<file path="src/rtl/gpio_bank_pkg.sv">
package gpio_bank_pkg;
    typedef enum logic [1:0] {
        SEL_INPUT  = 2'd0,
        SEL_OUTPUT = 2'd1,
        SEL_INVERT = 2'd2,
        SEL_DIR    = 2'd3
    } reg_sel_e;

    typedef enum logic [1:0] {
        ACC_IDLE  = 2'd0,
        ACC_WRITE = 2'd1,
        ACC_READ  = 2'd2
    } acc_state_e;
endpackage

</file>
<file path="src/rtl/gpio_pin_sync.sv">
module gpio_pin_sync #(
    parameter int WIDTH  = 4,
    parameter int STAGES = 2
) (
    input  logic             clk,
    input  logic             rst_n,
    input  logic [WIDTH-1:0] d,
    output logic [WIDTH-1:0] q
);
    // One flop chain per pin; the last stage feeds the register bank.
    for (genvar b = 0; b < WIDTH; b++) begin : g_bit
        logic [STAGES-1:0] chain;
        always_ff @(posedge clk) begin
            if (!rst_n) chain <= '0;
            else        chain <= {chain[STAGES-2:0], d[b]};
        end
        assign q[b] = chain[STAGES-1];
    end
endmodule

</file>
<file path="src/rtl/gpio_access_fsm.sv">
module gpio_access_fsm
    import gpio_bank_pkg::*;
(
    input  logic       clk,
    input  logic       rst_n,
    input  logic       wr_stb,
    input  logic       rd_stb,
    output logic       wr_en,
    output logic       rd_en,
    output acc_state_e last_op
);
    acc_state_e state_q, state_nx;

    // State register.
    always_ff @(posedge clk) begin
        if (!rst_n) state_q <= ACC_IDLE;
        else        state_q <= state_nx;
    end

    // Next state: a write always wins over a read in the same cycle.
    always_comb begin
        state_nx = ACC_IDLE;
        unique case (state_q)
            ACC_IDLE, ACC_WRITE, ACC_READ: begin
                if (wr_stb)      state_nx = ACC_WRITE;
                else if (rd_stb) state_nx = ACC_READ;
                else             state_nx = ACC_IDLE;
            end
            default: state_nx = ACC_IDLE;
        endcase
    end

    // Outputs: the operation of the state being entered runs on this edge.
    always_comb begin
        wr_en = 1'b0;
        rd_en = 1'b0;
        unique case (state_nx)
            ACC_WRITE: wr_en = 1'b1;
            ACC_READ:  rd_en = 1'b1;
            default: ;
        endcase
    end

    assign last_op = state_q;
endmodule

</file>
<file path="src/rtl/gpio_reg_file.sv">
module gpio_reg_file
    import gpio_bank_pkg::*;
#(
    parameter int NPINS = 4,
    parameter int DW    = 8
) (
    input  logic             clk,
    input  logic             rst_n,
    input  logic [1:0]       sel,
    input  logic             wr_en,
    input  logic [DW-1:0]    wdata,
    input  logic             rd_en,
    input  logic [NPINS-1:0] pins_sync,
    output logic [DW-1:0]    rdata,
    output logic [NPINS-1:0] out_q,
    output logic [NPINS-1:0] dir_q
);
    localparam int FILL_W = DW - NPINS;
    localparam logic [FILL_W-1:0] FILL_ONE  = '1;
    localparam logic [FILL_W-1:0] FILL_ZERO = '0;

    logic [NPINS-1:0] inv_q;
    logic [DW-1:0]    rd_mux;
    reg_sel_e         sel_e;
    logic             unused_wdata_hi;

    assign sel_e           = reg_sel_e'(sel);
    assign unused_wdata_hi = ^wdata[DW-1:NPINS];

    // Only the low nibble of each register is stored.
    always_ff @(posedge clk) begin
        if (!rst_n) begin
            out_q <= '1;
            inv_q <= '0;
            dir_q <= '1;
        end else if (wr_en) begin
            unique case (sel_e)
                SEL_OUTPUT: out_q <= wdata[NPINS-1:0];
                SEL_INVERT: inv_q <= wdata[NPINS-1:0];
                SEL_DIR:    dir_q <= wdata[NPINS-1:0];
                SEL_INPUT:  ;
                default:    ;
            endcase
        end
    end

    always_comb begin
        unique case (sel_e)
            SEL_INPUT:  rd_mux = {FILL_ONE,  pins_sync ^ inv_q};
            SEL_OUTPUT: rd_mux = {FILL_ONE,  out_q};
            SEL_INVERT: rd_mux = {FILL_ZERO, inv_q};
            SEL_DIR:    rd_mux = {FILL_ONE,  dir_q};
            default:    rd_mux = '0;
        endcase
    end

    // Read data is captured on the strobe edge and then held.
    always_ff @(posedge clk) begin
        if (!rst_n)     rdata <= '0;
        else if (rd_en) rdata <= rd_mux;
    end
endmodule

</file>
<file path="src/rtl/gpio_polarity_bank.sv">
module gpio_polarity_bank
    import gpio_bank_pkg::*;
#(
    parameter int NPINS       = 4,
    parameter int DW          = 8,
    parameter int SYNC_STAGES = 2
) (
    input  logic             clk,
    input  logic             rst_n,
    input  logic [1:0]       reg_sel,
    input  logic             wr_stb,
    input  logic [DW-1:0]    wr_data,
    input  logic             rd_stb,
    output logic [DW-1:0]    rd_data,
    input  logic [NPINS-1:0] pin_in,
    output logic [NPINS-1:0] pin_out,
    output logic [NPINS-1:0] pin_oe
);
    logic             wr_en, rd_en;
    logic [NPINS-1:0] pins_sync, out_q, dir_q;
    acc_state_e       last_op;

    gpio_pin_sync #(.WIDTH(NPINS), .STAGES(SYNC_STAGES)) u_sync (
        .clk   (clk),
        .rst_n (rst_n),
        .d     (pin_in),
        .q     (pins_sync)
    );

    gpio_access_fsm u_fsm (
        .clk     (clk),
        .rst_n   (rst_n),
        .wr_stb  (wr_stb),
        .rd_stb  (rd_stb),
        .wr_en   (wr_en),
        .rd_en   (rd_en),
        .last_op (last_op)
    );

    gpio_reg_file #(.NPINS(NPINS), .DW(DW)) u_regs (
        .clk       (clk),
        .rst_n     (rst_n),
        .sel       (reg_sel),
        .wr_en     (wr_en),
        .wdata     (wr_data),
        .rd_en     (rd_en),
        .pins_sync (pins_sync),
        .rdata     (rd_data),
        .out_q     (out_q),
        .dir_q     (dir_q)
    );

    // Direction resolution: input pins are not driven and carry 0.
    assign pin_oe  = ~dir_q;
    assign pin_out = out_q & ~dir_q;
endmodule

</file>
<file path="config.mk">
export PLATFORM = sky130hd
export DESIGN_NAME = gpio_polarity_bank
export DESIGN_NICKNAME = d
export VERILOG_FILES = /design/src/rtl/gpio_bank_pkg.sv /design/src/rtl/gpio_pin_sync.sv /design/src/rtl/gpio_access_fsm.sv /design/src/rtl/gpio_reg_file.sv /design/src/rtl/gpio_polarity_bank.sv
export SDC_FILE = /design/constraint.sdc
export NUM_CORES = 1
export LEC_CHECK = 0
export BUFFER_PORTS_ARGS = -buffer_cell sky130_fd_sc_hd__buf_4
export CORE_UTILIZATION = 45
export CTS_CLUSTER_DIAMETER = 120
export DETAILED_ROUTE_END_ITERATION = 7
export PLACE_DENSITY = 0.71
export RECOVER_POWER = 50
export SLEW_MARGIN = 20
export SYNTH_ARGS = -nofsm -noshare
export SYNTH_HDL_FRONTEND = slang
export SYNTH_SLANG_ARGS = --single-unit
</file>
<file path="constraint.sdc">
create_clock -name clk -period 1.1 [get_ports clk]
set_input_delay 0.165 -clock clk [delete_from_list [all_inputs] [get_ports clk]]
set_output_delay 0.165 -clock clk [all_outputs]
set_load 0.05 [all_outputs]
</file>
# Yosys cells after proc, flatten, opt, wreduce, memory -nomap -nowiden
# Cells that the tools add are included.
# classes
bitwise	3
n_reduce_logical	6
n_eq_ne	7
n_mux	6
# ops
operator	n
$pmux W8 S4	1
$eq A2 B2 Y1 const B	4
$eq A2 B1 Y1 const B	3
$mux W2	3
$reduce_and A2 Y1	3
$and A4 B4 Y4	1
$logic_not A2 Y1	2
$not A4 Y4	1
$xor A4 B4 Y4	1
$reduce_or A3 Y1	1
$mux W1	2
# totals
input_bits	18
ff_bits	30
output_inout_bits	16
elab_cells	31

# Longest topological paths before layout
# depth
ltp_word	6
mapped_depth	5
mapped_depth_nobuf	4

# Cells and area by module
# Synthesis repeated with hierarchy kept, for this count alone.
# hier_totals
cells_unflattened	123
hier_area_um2	1218.7
# modules_own_cells
module	seq_area_each_um2	cells_per_inst	area_per_inst_um2	instances
gpio_reg_file	340.3	88	855.8	1
gpio_pin_sync	160.2	20	240.2	1
gpio_access_fsm	40.0	7	82.6	1
gpio_polarity_bank	0.0	8	40.0	1

# Worst setup path before layout
# No wires, ideal clock.
# synth_timing
kind	reg2out
startpoint	register u_regs.out_q[0]
endpoint	output pin_out[0]
t_arrival_ns	1.039
path_buffers	0
stages_incl_launch_ff	2
slack_ns	-0.104
required_time_ns	0.935
cell_sequence	dfxtp_1 > nor2b_1
# synth_between
elab_chain_len	1
# synth_lines
element	line_no	text
start, declared	gpio_reg_file.sv:15	output logic [NPINS-1:0] out_q,
start signal, assigned	gpio_reg_file.sv:38	SEL_OUTPUT: out_q <= wdata[NPINS-1:0];
$and A4 B4 Y4	gpio_polarity_bank.sv:55	assign pin_out = out_q & ~dir_q;
end, declared	gpio_polarity_bank.sv:16	output logic [NPINS-1:0] pin_out,
# No other way between the ends.

# Final worst setup path
# layout_timing
startpoint	register u_regs.out_q[3]
endpoint	output pin_out[3]
# Same word-level chain as after synthesis.

==> flow_summary.json <==
{
  "synth_top_area_share_pct": 45.4,
  "setup_slack_ps": -89.1,
  "stdcell_area_sq_um": 1630,
  "areaGrowthSynthToFinish_pct": 37.0,
  "fill_cells": 202,
  "r2r-end": "u_regs.rdata[2]",
  "io_buffers": 29,
  "finalSetupTns_ps": -250,
  "gp_congestion": 0.714,
  "worst_hold_path.endpoint": "u_sync.g_bit[2].chain[0]",
  "final.period_utilization_pct": 108,
  "gr-total-overflow": 0,
  "drive_gt1_share_pct": 49.3,
  "crit_path_end_kind": "primary output",
  "slew_headroom_pct": 52.6,
  "cap_violations": 0,
  "rr_worst_depth": 4,
  "power_density_nw_per_um2": 1150,
  "syn_area_sq_um": 1190,
  "path_class": "reg -> out",
  "ys_top_cells_by_area": "dfxtp_1, mux2i_1, and2_1",
  "min_period_ps": 1190,
  "postRouteAntennaNets": 0,
  "synth_seq_area_share_pct": 45.4,
  "clock_path_buffers": 2,
  "clock_skew_ps": 3.37,
  "vias": 865,
  "cts_sinks": 27,
  "cts-root-buf": "clkbuf_4",
  "post_drt_wl_per_cell_um": 13.5,
  "cp.required_ps": 940,
  "start_kind": "register",
  "pin_count": 34,
  "hold-worst-slack_ps": 35.0,
  "drv_slew": 0,
  "cts_tree": "yes",
  "grt_util_all_layers_pct": 18.7,
  "grt_max_degree": 20,
  "ys_types": 26,
  "hold_path_depth": 2,
  "drc": 0,
  "reg2reg_from": "u_regs.out_q[2]",
  "dp_worst_setup_slack_ps": -5.59,
  "syn-num-nets": 128,
  "numCtsBuffers": 3,
  "r2r_setup_slack_ps": 30,
  "fmax_ghz": 0.841,
  "placed_area_sq_um": 1430,
  "core.rowCount": 18,
  "die_area_sq_um": 2860,
  "fp.dieH_um": 53.5,
  "arrival_ps": 1020,
  "diodes": 0,
  "ir_worst_vdd_mv": 0.794,
  "yosys.area.top_type": "dfxtp_1",
  "htreeDepth": 1,
  "synth-seq-cells": 27,
  "wl_mm": 2.35,
  "violations": "negative setup slack",
  "power.total_mw": 1.88,
  "crit_path_max_fanout": 3,
  "clk_latency_ps": 330,
  "antenna_found_initial": 0,
  "drt_first_pass_iters": 4,
  "fin_nets": 163,
  "setup_viol": 4,
  "hold_path.class": "in -> reg",
  "ctsHoldBuffers": 0,
  "p_leak_nw": 0.781,
  "report.final.hold_viol_count": 0,
  "syn-instance-count": 110,
  "cts.clk_slew.worst_paths_ps": 140,
  "grt_first_pass_wirelength_mm": 3.62,
  "first_iter_violations": 4,
  "tightest_slew_ps": 711,
  "viasPerCell": 4.97,
  "coreArea_sq_um": 2500,
  "outcome": "finished, violations left",
  "grt_pass1_vias": 810,
  "post-dp-hpwl_mm": 1.53,
  "synth_area_per_cell_sq_um": 10.8,
  "die_x_um": 53.5,
  "min-delay-start": "pin_in[2]",
  "initial_utilization_pct": 47.6,
  "yosys_warnings": 0,
  "rsz0062_at_grt": "true"
}
## final cells by class
cell class	count	area [sq um]	share of cell area, %
timing repair buffer	37	342	20.9
clock buffer	4	26.3	1.61
multi-input combinational	71	636	39.0
sequential	27	567	34.7
inverter	5	23.8	1.46
tap	30	37.5	2.30
## Yosys cell counts, drive strengths merged
cell type	n
buf	6
mux2i	16
a32o	4
nand4b	2
nor3b	1
nand3b	1
clkbuf	1
nor2b	9
nand2	13
and3	1
inv	5
and2	9
nand2b	4
nor2	5
nor3	1
nand4	1
xnor2	4
dfxtp	27
## repair_timing
item                                   CTS  global route
setup endpoints to repair               13            19
buffers inserted                         5             0
pin swaps                                0             3
endpoints found under the hold margin    0             0
gates resized for setup                 26            22
## layer usage
metal | global-route usage [%] | up-vias | routed length, um
met5 | 0 | - | 0
met4 | 11.8 | 0 | 55
met3 | 3.45 | 4 | 78
met2 | 30.6 | 22 | 1150
met1 | 22.0 | 412 | 1070
li1 | - | 427 | -
## cells by family (layout without fill, tap and decap cells)
| kind of cell | after synthesis | after routing | share of synthesized area [%] |
|---|---|---|---|
| buffers and inverters | 12 | 46 | 6.20 |
| muxes | 16 | 16 | 13.4 |
| AOI/OAI and AO/OA | 4 | 4 | 3.36 |
| and+or+nand+nor | 47 | 47 | 27.4 |
| xor gates and xnor gates | 4 | 4 | 4.20 |
| DFF | 27 | 27 | 45.4 |
## worst max-delay path by stage
stage                           startpoint  slack (ps)  cells past startpoint              end
after global routing       u_regs.out_q[3]        -140                      2       pin_out[3]
after global placement          reg_sel[1]         -10                      4  u_regs.rdata[2]
after floorplan           u_fsm.last_op[0]          80                      4  u_regs.rdata[0]
after detailed placement        reg_sel[1]          -6                      4  u_regs.rdata[2]
final                      u_regs.out_q[3]         -90                      2       pin_out[3]
after CTS                  u_regs.out_q[3]         -70                      2       pin_out[3]
## through the flow
| stage | std cells | utilization (%) |
|---|---|---|
| after detailed placement | 165 | 57.0 |
| after floorplan | 110 | - |
| after global routing | 174 | 65.3 |
| after CTS | 174 | 62.6 |
| after global placement | 165 | 57.0 |
| final | 174 | 65.3 |
## cells in the final DEF (no fill, tap or decap)
| master | synthesis | routed |
|---|---|---|
| buf_4 | 3 | 22 |
| mux2i_1 | 16 | 16 |
| dfxtp_1 | 27 | 16 |
| nand2_1 | 12 | 12 |
| buf_6 | 2 | 10 |
| nor2b_4 | 2 | 7 |
| dfxtp_2 | 0 | 6 |
| and2_1 | 8 | 5 |
| dfxtp_4 | 0 | 5 |
| nor2_1 | 4 | 4 |
| nand2b_1 | 4 | 4 |
| a32o_1 | 4 | 4 |
| buf_8 | 0 | 4 |
| and2_0 | 0 | 3 |
| xnor2_2 | 2 | 3 |
| clkbuf_4 | 0 | 3 |
| inv_4 | 0 | 2 |
| inv_2 | 0 | 2 |
| nand4b_4 | 1 | 2 |
| nor2b_1 | 7 | 2 |
| clkbuf_1 | 0 | 2 |
| nand2_4 | 0 | 1 |
| inv_1 | 5 | 1 |
| nand4_4 | 1 | 1 |
| nand3b_4 | 1 | 1 |
| nor2_2 | 1 | 1 |
| nor3b_1 | 1 | 1 |
| nor3_1 | 1 | 1 |
| and2_4 | 1 | 1 |
| xnor2_1 | 2 | 1 |
| and3_1 | 1 | 1 |
## where the power goes
| part | total (mW) | switching [mW] | internal [mW] |
|---|---|---|---|
| clock | 0.431 | 0.288 | 0.142 |
| combinational | 0.397 | 0.215 | 0.182 |
| sequential | 1.05 | 0.0327 | 1.02 |
| total | 1.88 | 0.536 | 1.34 |
## sequential cells by signal (all words and copies together) (netlist names)
name,flops
u_regs.rdata,5
u_regs.inv_q,4
u_regs.dir_q,4
u_fsm.last_op,2
u_regs.out_q,4
u_sync.g_bit.chain,8
## worst max-delay path, stage by stage, from the launching register on
cell	delay (ps)
dfxtp_2	370
nor2b_4	160
buf_6	160
Power figures use the tool's default switching activity.
